`src/rtl/tdmPkg.sv`:
```
package tdmPkg;
  // Width of every slot number; frames up to 2**SLOT_BITS slots long.
  parameter int SLOT_BITS = 8;

  // Strobes handed from the sending-end control to its datapath.
  typedef struct packed {
    logic [SLOT_BITS-1:0] sendSlot;   // slot whose bit is loaded at the next rising edge
    logic [SLOT_BITS-1:0] lineSlot;   // slot currently on the wires
    logic                 frameStart; // next loaded slot is slot 0
    logic                 capEn;      // wires carry a valid slot
  } tdmStrobe_t;
endpackage

```
`src/rtl/tdmMasterCtrl.sv`:
```
module tdmMasterCtrl
  import tdmPkg::*;
#(
  parameter int FRAME_LEN = 10
) (
  input  logic       clk,
  input  logic       rstN,
  output tdmStrobe_t stb
);
  localparam logic [SLOT_BITS-1:0] LAST_SLOT = SLOT_BITS'(FRAME_LEN - 1);

  logic [SLOT_BITS-1:0] slot;
  logic [SLOT_BITS-1:0] lineSlot;
  logic                 lineValid;

  always_ff @(posedge clk or negedge rstN) begin
    if (!rstN) begin
      slot      <= '0;
      lineSlot  <= '0;
      lineValid <= 1'b0;
    end else begin
      slot      <= (slot == LAST_SLOT) ? '0 : slot + 1'b1;
      lineSlot  <= slot;
      lineValid <= 1'b1;
    end
  end

  always_comb begin
    stb.sendSlot   = slot;
    stb.lineSlot   = lineSlot;
    stb.frameStart = (slot == '0);
    stb.capEn      = lineValid;
  end


  slot_range_chk: assert property (@(posedge clk) disable iff (!rstN)
    (slot <= LAST_SLOT));


  sync_once_chk: assert property (@(posedge clk) disable iff (!rstN)
    (stb.frameStart && FRAME_LEN > 1) |=> !stb.frameStart);
endmodule

```
`src/rtl/tdmMasterPath.sv`:
```
module tdmMasterPath
  import tdmPkg::*;
#(
  parameter int FWD_CNT = 10,
  parameter int REV_CNT = 2
) (
  input  logic               clk,
  input  logic               rstN,
  input  tdmStrobe_t         stb,
  input  logic [FWD_CNT-1:0] fwdIn,
  input  logic               linkRev,
  output logic               txData,
  output logic               txSync,
  output logic [REV_CNT-1:0] revOut
);
  logic [FWD_CNT-1:0] syncA;
  logic [FWD_CNT-1:0] syncB;
  logic               selBit;

  // Two-stage resynchroniser on every forward input.
  always_ff @(posedge clk or negedge rstN) begin
    if (!rstN) begin
      syncA <= '0;
      syncB <= '0;
    end else begin
      syncA <= fwdIn;
      syncB <= syncA;
    end
  end

  // Slot selector; slots beyond the forward set read as 0.
  always_comb begin
    selBit = 1'b0;
    for (int i = 0; i < FWD_CNT; i++) begin
      if (stb.sendSlot == SLOT_BITS'(i)) selBit = syncB[i];
    end
  end

  always_ff @(posedge clk or negedge rstN) begin
    if (!rstN) begin
      txData <= 1'b0;
      txSync <= 1'b0;
    end else begin
      txData <= selBit;
      txSync <= stb.frameStart;
    end
  end

  // Reverse capture at the edge that closes each reverse slot.
  always_ff @(posedge clk or negedge rstN) begin
    if (!rstN) begin
      revOut <= '0;
    end else begin
      for (int j = 0; j < REV_CNT; j++) begin
        if (stb.capEn && stb.lineSlot == SLOT_BITS'(j)) revOut[j] <= linkRev;
      end
    end
  end


  fwd_pad_chk: assert property (@(posedge clk) disable iff (!rstN)
    (stb.sendSlot >= SLOT_BITS'(FWD_CNT)) |=> !txData);


  rev_hold_chk: assert property (@(posedge clk) disable iff (!rstN)
    (!stb.capEn || stb.lineSlot >= SLOT_BITS'(REV_CNT)) |=> $stable(revOut));
endmodule

```
`src/rtl/tdmSlave.sv`:
```
module tdmSlave
  import tdmPkg::*;
#(
  parameter int FRAME_LEN = 10,
  parameter int FWD_CNT   = 10,
  parameter int REV_CNT   = 2
) (
  input  logic               linkClk,
  input  logic               rstN,
  input  logic               linkSync,
  input  logic               linkFwd,
  input  logic [REV_CNT-1:0] revIn,
  output logic               linkRev,
  output logic [FWD_CNT-1:0] fwdOut
);
  localparam logic [SLOT_BITS-1:0] LAST_SLOT = SLOT_BITS'(FRAME_LEN - 1);

  logic [SLOT_BITS-1:0] nextSlot;
  logic [SLOT_BITS-1:0] curSlot;
  logic                 locked;
  logic                 active;
  logic [REV_CNT-1:0]   revA;
  logic [REV_CNT-1:0]   revB;
  logic                 revBit;

  always_comb begin
    curSlot = linkSync ? '0 : nextSlot;
    active  = locked | linkSync;
    revBit  = 1'b0;
    for (int j = 0; j < REV_CNT; j++) begin
      if (curSlot == SLOT_BITS'(j)) revBit = revB[j];
    end
  end

  // Slot tracking and reverse drive, all on the falling link edge.
  always_ff @(negedge linkClk or negedge rstN) begin
    if (!rstN) begin
      nextSlot <= '0;
      locked   <= 1'b0;
      revA     <= '0;
      revB     <= '0;
      linkRev  <= 1'b0;
    end else begin
      revA    <= revIn;
      revB    <= revA;
      linkRev <= active ? revBit : 1'b0;
      if (active) begin
        locked   <= 1'b1;
        nextSlot <= (curSlot == LAST_SLOT) ? '0 : curSlot + 1'b1;
      end
    end
  end

  // One held register per rebuilt output.
  for (genvar i = 0; i < FWD_CNT; i++) begin : gOut
    always_ff @(negedge linkClk or negedge rstN) begin
      if (!rstN) begin
        fwdOut[i] <= 1'b0;
      end else if (active && curSlot == SLOT_BITS'(i)) begin
        fwdOut[i] <= linkFwd;
      end
    end


    out_hold_chk: assert property (@(negedge linkClk) disable iff (!rstN)
      !(active && curSlot == SLOT_BITS'(i)) |=> $stable(fwdOut[i]));
  end


  lock_align_chk: assert property (@(negedge linkClk) disable iff (!rstN)
    (locked && linkSync) |-> (nextSlot == '0));


  rev_pad_chk: assert property (@(negedge linkClk) disable iff (!rstN)
    (active && curSlot >= SLOT_BITS'(REV_CNT)) |=> !linkRev);
endmodule

```
`src/rtl/tdmLink.sv`:
```
module tdmLink
  import tdmPkg::*;
#(
  parameter int FRAME_LEN = 10,
  parameter int FWD_CNT   = 10,
  parameter int REV_CNT   = 2
) (
  input  logic               clk,
  input  logic               rstN,
  input  logic [FWD_CNT-1:0] fwdIn,
  input  logic [REV_CNT-1:0] revIn,
  output logic [FWD_CNT-1:0] fwdOut,
  output logic [REV_CNT-1:0] revOut,
  output logic               linkClk,
  output logic               linkSync,
  output logic               linkFwd,
  output logic               linkRev
);
  if (FRAME_LEN < FWD_CNT || FRAME_LEN < REV_CNT || FRAME_LEN > 2 ** SLOT_BITS) begin : gBadCfg
    $error("tdmLink: frame length does not fit the signal counts");
  end

  tdmStrobe_t stb;

  assign linkClk = clk;

  tdmMasterCtrl #(.FRAME_LEN(FRAME_LEN)) ctrl_i (
    .clk  (clk),
    .rstN (rstN),
    .stb  (stb)
  );

  tdmMasterPath #(.FWD_CNT(FWD_CNT), .REV_CNT(REV_CNT)) path_i (
    .clk     (clk),
    .rstN    (rstN),
    .stb     (stb),
    .fwdIn   (fwdIn),
    .linkRev (linkRev),
    .txData  (linkFwd),
    .txSync  (linkSync),
    .revOut  (revOut)
  );

  tdmSlave #(.FRAME_LEN(FRAME_LEN), .FWD_CNT(FWD_CNT), .REV_CNT(REV_CNT)) slave_i (
    .linkClk  (linkClk),
    .rstN     (rstN),
    .linkSync (linkSync),
    .linkFwd  (linkFwd),
    .revIn    (revIn),
    .linkRev  (linkRev),
    .fwdOut   (fwdOut)
  );
endmodule

```
`config.mk`:
```
export PLATFORM = sky130hd
export DESIGN_NAME = tdmLink
export DESIGN_NICKNAME = d
export VERILOG_FILES = /design/src/rtl/tdmPkg.sv /design/src/rtl/tdmMasterCtrl.sv /design/src/rtl/tdmMasterPath.sv /design/src/rtl/tdmSlave.sv /design/src/rtl/tdmLink.sv
export SDC_FILE = /design/constraint.sdc
export NUM_CORES = 1
export LEC_CHECK = 0
export BUFFER_PORTS_ARGS = -buffer_cell sky130_fd_sc_hd__buf_2
export CAP_MARGIN = 30
export CORE_UTILIZATION = 33
export DETAILED_ROUTE_END_ITERATION = 10
export GPL_ROUTABILITY_DRIVEN = 1
export SYNTH_ARGS = -nofsm -noshare
export SYNTH_HDL_FRONTEND = slang
export SYNTH_HIERARCHICAL = 1
export SYNTH_SLANG_ARGS = --single-unit
```
`constraint.sdc`:
```
create_clock -name clk -period 1.9 [get_ports clk]
set_input_delay 0 -clock clk [delete_from_list [all_inputs] [get_ports clk]]
set_output_delay 0 -clock clk [all_outputs]
set_load 0.05 [all_outputs]
```
==> flow_metrics.env, run 1 <==
export IMPL_critPathLaunch="path_i/txSync$_DFF_PN0_"
export IMPL_synth_cells=181
export IMPL_antenna_found_initial=0
export IMPL_status="complete, but fails checks"
export IMPL_start_kind="register"
export IMPL_setup_ws_ns=-0.344
export IMPL_r2r_end="slave_i/fwdOut[9]$_DFFE_NN0P_"
export IMPL_grt_pass1_vias=1683
export IMPL_synth_top_cell_area_share_pct=41.0
export IMPL_vias_per_cell=4.64
export IMPL_globalplace_congestion=0.758
export IMPL_timing_rr_start="path_i/txSync$_DFF_PN0_"
export IMPL_finalHoldViolCount=0
export IMPL_leakagePower_uw=0.00147
export IMPL_drv_cap=0
export IMPL_cpPeakStageDelay_ns=0.45
export IMPL_rsz0062_at_grt="true"
export IMPL_critical_path_class="reg2reg"
export IMPL_yosysSeqAreaShare_pct=65.0
export IMPL_required_ns=1.24
export IMPL_grt_usage_pct=14.4
export IMPL_drv_slew=0
export IMPL_syn2layout_area_growth_pct=33.8
export IMPL_hold_slack_ns=0.102
export IMPL_finalSetupViolations=24
export IMPL_avgSynthCellArea_um2=13.8
export IMPL_cp_end_kind="register"
export IMPL_crit_path_end="slave_i/fwdOut[9]$_DFFE_NN0P_"
export IMPL_fin_setup_tns_ns=-4.57
export IMPL_hold_path_class="in2async"
export IMPL_r2r_slack_ns=-0.34
export IMPL_grt_pass1_wl_um=8070
export IMPL_crit_arrival_ns=1.59
export IMPL_hpwlAfterDp_um=2770
export IMPL_pwr_share_clk_pct=47.0
export IMPL_dr_total_vias=1601
export IMPL_clkLatencyLatePin_ns=0.44
export IMPL_switching_share_pct=25.7
export IMPL_violations="negative setup slack"
export IMPL_fin_util_pct=46.0
export IMPL_pwr_share_comb_pct=5.5
export IMPL_rows=31
export IMPL_dr_pass1_iters=4
export IMPL_internal_power_uw=2260
export IMPL_drt_wirelength_per_cell_um=13.0
export IMPL_die_area_um2=7940
export IMPL_p_sw_uw=784
export IMPL_ys_ff_latch=65
export IMPL_synth_top_cell_by_area="dfrtp_1"
export IMPL_synth_edf_count=0
export IMPL_io_pins=30
export IMPL_async_flop_share_pct=100
export IMPL_skew_ns=0.00529
export IMPL_p_per_area_nw_per_um2=909
export IMPL_synth_flop_cell="dfrtp_1"
export IMPL_cpMaxStageDelayCell="dfrtp_2"
export IMPL_synth_distinct_cells=48
export IMPL_coreArea_um2=7290
export IMPL_tritoncts="yes"
export IMPL_vdd_ir_drop_max_v=0.000636
export IMPL_cp_cell_sequence="and4bb_2, nand3_1, mux2_2"
export IMPL_antenna_left=0
export IMPL_synth_area_um2=2500
export IMPL_fillers=681
export IMPL_yosys_warnings=6
export IMPL_path_clk_slew_ns=0.07
export IMPL_syn_nets=198
export IMPL_die_width_um=89.1
export IMPL_grt_max_degree=66
export IMPL_grt_overflow_total=0
export IMPL_antenna_cells=0
export IMPL_final_nets=258
export IMPL_crit_fanout=5
export IMPL_initial_utilization_pct=34.3
export IMPL_wl_um=4470
export IMPL_port_buffers=29
export IMPL_drcViolationCount=0
export IMPL_seq_power_share_pct=47.6
export IMPL_die_h_um=89.1
export IMPL_synth_area_leaders="dfrtp_1, dfrtn_1, mux2_2"
export IMPL_worst_r2r_path_depth=3
export IMPL_drtIter0Drc=81
export IMPL_drive_gt1_share_pct=40.2
## placed cells by master, fill, tap and decap left out, drive strengths merged, types with 4 or more instances in the layout
cell,Yosys,routed
dlygate4sd3,0,11
o21ai,4,4
inv,6,9
dfrtn,24,24
buf,6,42
clkbuf,1,12
a21oi,8,8
nor3b,5,5
or4,4,4
mux2,12,12
xnor2,6,6
dfrtp,41,41
or2,4,4
nand3,13,13
nand2,6,6
## cells in the mapped netlist (all sizes together) (3+ instances only)
master  instances
dfrtp          41
dfrtn          24
nand3          13
mux2           12
a21oi           8
buf             6
inv             6
nand2           6
xnor2           6
nor3b           5
o21ai           4
or2             4
or4             4
and3            3
ha              3
nand4b          3
nor2            3
## worst min-delay path by stage
stage	end	cells past startpoint
after floorplan	ctrl_i/lineSlot[0]$_DFF_PN0_	0
after global placement	ctrl_i/slot[5]$_DFF_PN0_	2
after detailed placement	path_i/syncB[7]$_DFF_PN0_	2
after CTS	path_i/revOut[1]$_DFFE_PN0P_	3
after global routing	path_i/syncA[8]$_DFF_PN0_	3
final	path_i/txSync$_DFF_PN0_	3
## critical path, delay by kind of cell, from the launching register on
family           cells  cell delay [ns]
muxes                1             0.28
and+or+nand+nor      2             0.42
DFF                  1             0.45
## power by group through the flow
stage	clock network, µW	registers, µW	logic [µW]
6_report	1430	1450	167
5_1_grt	1570	1450	181
4_1_cts	1490	1450	170
3_5_place_dp	100	1470	136
3_3_place_gp	100	1470	134
2_1_floorplan	113	1520	23.9
## final cells by class
class | instances | area [µm²] | share of cell area [%]
Clock buffer | 13 | 170 | 5.08
Clock inverter | 7 | 76.3 | 2.28
Inverter | 6 | 22.5 | 0.672
Multi-Input combinational cell | 103 | 885 | 26.4
Sequential cell | 65 | 1630 | 48.6
Tap cell | 99 | 124 | 3.70
Timing Repair Buffer | 52 | 444 | 13.3
## metrics by stage
| stage | area, µm² | power, µW | setup slack [ns] | std cells |
|---|---|---|---|---|
| floorplan | 2570 | 1660 | -0.441 | 181 |
| global placement | 2870 | 1710 | -0.324 | 311 |
| detailed placement | 2870 | 1710 | -0.339 | 311 |
| CTS | 3340 | 3110 | -0.352 | 344 |
| global route | 3350 | 3200 | -0.395 | 345 |
| finish | 3350 | 3050 | -0.344 | 345 |
## sequential cells by signal, summed over array words and instances, names as in the netlist, 2 cells and up
register / flops
ctrl_i/slot: 8
slave_i/revA: 2
slave_i/revB: 2
path_i/syncB: 10
ctrl_i/lineSlot: 8
path_i/revOut: 2
slave_i/nextSlot: 8
path_i/syncA: 10
slave_i/fwdOut: 10
## per-layer routing
metal | vias up | GRT usage [%] | part of all wire, %
met5 | - | 0 | 0
met2 | 36 | 20.2 | 46
li1 | 770 | - | -
met1 | 787 | 18.1 | 47
met3 | 8 | 6.65 | 4.9
met4 | 0 | 8.66 | 1.9
## timing repair
item,CTS,global route
gates resized for setup,27,1
pin swaps,4,0
endpoints found under the setup margin,25,28
hold endpoints to repair,51,0
gates cloned,0,0
buffers inserted,3,1
hold buffers,11,0
## cell families after synthesis
| logic type | Yosys count | synth area share (%) |
|---|---|---|
| and+or+nand+nor | 54 | 15.5 |
| other | 1 | 0.150 |
| adders and majority gates | 3 | 1.50 |
| AOI/OAI and AO/OA | 24 | 6.15 |
| buffers and inverters | 13 | 2.50 |
| xor gates and xnor gates | 6 | 2.10 |
| DFF | 65 | 65.0 |
| muxes | 15 | 7.10 |
No activity file was read; power rests on OpenSTA's default activity.
==> run 2, diff against run 1 <==
==> constraint.sdc (replaced) <==
create_clock -name clk -period 2.78 [get_ports clk]
set_input_delay 0 -clock clk [delete_from_list [all_inputs] [get_ports clk]]
set_output_delay 0 -clock clk [all_outputs]
set_load 0.05 [all_outputs]
==> run 2 against run 1 <==
The flow now finishes without violations. Register-to-register slack better by 0.39 ns. Sequential power is 32% lower. Core utilization is 2.5 points lower.
==> flow_metrics.env, run 2 (synthesized netlist as in run 1, its figures left out) <==
export IMPL_syn2layout_area_growth_pct=26.6
export IMPL_drv_slew=0
export IMPL_cp_cell_sequence="and4bb_2, nand3_2, mux2_2"
export IMPL_drv_cap=0
export IMPL_finalHoldViolCount=0
export IMPL_cp_end_kind="register"
export IMPL_clkLatencyLatePin_ns=0.44
export IMPL_grt_pass1_wl_um=6920
export IMPL_rsz0062_at_grt="true"
export IMPL_p_per_area_nw_per_um2=670
export IMPL_initial_utilization_pct=34.3
export IMPL_seq_area_um2=1630
export IMPL_drcViolationCount=0
export IMPL_hold_slack_ns=0.159
export IMPL_fin_setup_tns_ns=0
export IMPL_relSlewSlack_pct=52.4
export IMPL_crit_fanout=7
export IMPL_vias_per_cell=4.59
export IMPL_leakagePower_uw=0.00140
export IMPL_pwr_share_clk_pct=48.7
export IMPL_grt_pass1_vias=1477
export IMPL_skew_ns=0.00638
export IMPL_internal_power_uw=1630
export IMPL_die_h_um=89.1
export IMPL_vdd_ir_drop_max_v=0.000405
export IMPL_die_area_um2=7940
export IMPL_critical_path_class="reg2reg"
export IMPL_required_ns=1.67
export IMPL_dr_pass1_iters=4
export IMPL_globalplace_congestion=0.770
export IMPL_fillers=697
export IMPL_design_area_um2=3170
export IMPL_final_nets=250
export IMPL_rows=31
export IMPL_antenna_cells=0
export IMPL_wl_um=4170
export IMPL_cpMaxStageDelayCell="dfrtp_2"
export IMPL_crit_arrival_ns=1.63
export IMPL_hold_path_class="in2async"
export IMPL_io_pins=30
export IMPL_p_sw_uw=491
export IMPL_postPlaceCellArea_um2=2780
export IMPL_finalSetupViolations=0
export IMPL_grt_usage_pct=12.2
export IMPL_drt_wirelength_per_cell_um=12.4
export IMPL_coreArea_um2=7290
export IMPL_status="complete, no violations"
export IMPL_multi_input_area_um2=837
export IMPL_tritoncts="yes"
export IMPL_setup_ws_ns=0.0454
export IMPL_fin_util_pct=43.5
export IMPL_path_clk_slew_ns=0.07
export IMPL_grt_max_degree=33
export IMPL_switching_share_pct=23.1
export IMPL_hpwlAfterDp_um=2710
export IMPL_seq_power_share_pct=46.5
export IMPL_pwr_share_comb_pct=4.7
export IMPL_worst_slew_pin_slew_ns=0.709
export IMPL_cpPeakStageDelay_ns=0.45
export IMPL_r2r_slack_ns=0.05
export IMPL_top_regs="path_i/syncA: 10 flops, path_i/syncB: 10 flops, slave_i/fwdOut: 10 flops"
export IMPL_antenna_found_initial=0
export IMPL_drive_gt1_share_pct=34.9
export IMPL_die_width_um=89.1
export IMPL_start_kind="register"
export IMPL_final_cell_mix="dfrtp_1, buf_2, dfrtn_1"
export IMPL_drtIter0Drc=80
export IMPL_port_buffers=29
export IMPL_antenna_left=0
export IMPL_grt_overflow_total=0
export IMPL_dr_total_vias=1546
export IMPL_place_worst_setup_slack_ns=0.0418
export IMPL_layout_commonest_cell="dfrtp_1"
## run 2: repair_timing
action	in CTS	in global routing
hold buffers	11	0
endpoints found under the hold margin	15	0
setup buffers	0	1
resized for setup	0	1
endpoints found under the setup margin	0	5
## run 2: layout make-up
class	instances	area share (%)
clock inverters	3	1.38
well taps	99	3.91
inverters	6	0.711
repair buffers	44	9.08
flip-flops and latches	65	51.4
clock buffers	17	7.15
multi-input cells	103	26.4
## run 2: path summary, 6_finish.rpt
check,start,depth (start not counted),endpoint
worst max register to register,path_i/txSync$_DFF_PN0_,3,slave_i/fwdOut[1]$_DFFE_NN0P_
worst min register to register,slave_i/revA[0]$_DFF_NN0_,0,slave_i/revB[0]$_DFF_NN0_
worst min-delay path,rstN,2,ctrl_i/slot[1]$_DFF_PN0_
max in group asynchronous,rstN,2,slave_i/locked$_DFFE_NN0N_
worst max-delay path,path_i/txSync$_DFF_PN0_,3,slave_i/fwdOut[1]$_DFFE_NN0P_
min in group clk,fwdIn[2],2,path_i/syncA[2]$_DFF_PN0_
## run 2: metrics by stage
| step | std cells | total power [µW] |
|---|---|---|
| after floorplan | 181 | 1130 |
| after global placement | 306 | 1160 |
| after detailed placement | 306 | 1170 |
| after CTS | 336 | 2160 |
| after global routing | 337 | 2210 |
| final | 337 | 2120 |
## run 2: critical path: cells and delay by family, from the launching register on
kind | cells | cell delay [ns]
flops | 1 | 0.45
simple gates | 2 | 0.42
mux | 1 | 0.32
## run 2: power groups by stage
stage                     Combinational (µW)  Clock [µW]  Sequential [µW]
after floorplan                         15.1        77.6             1040
after global placement                  89.8        68.6             1010
after detailed placement                90.7        68.6             1010
after CTS                                102        1070              988
after global routing                     110        1110              991
final                                    101        1030              988
## run 2: metal layers
layer / part of all wire (%) / vias up / wire length, µm / GRT usage (%)
met5: 0 / - / 0 / 0
met1: 49 / 757 / 2030 / 16.2
met4: 2.4 / 0 / 100 / 7.79
li1: - / 748 / - / -
met2: 45 / 33 / 1860 / 16.2
met3: 4.3 / 8 / 181 / 5.26
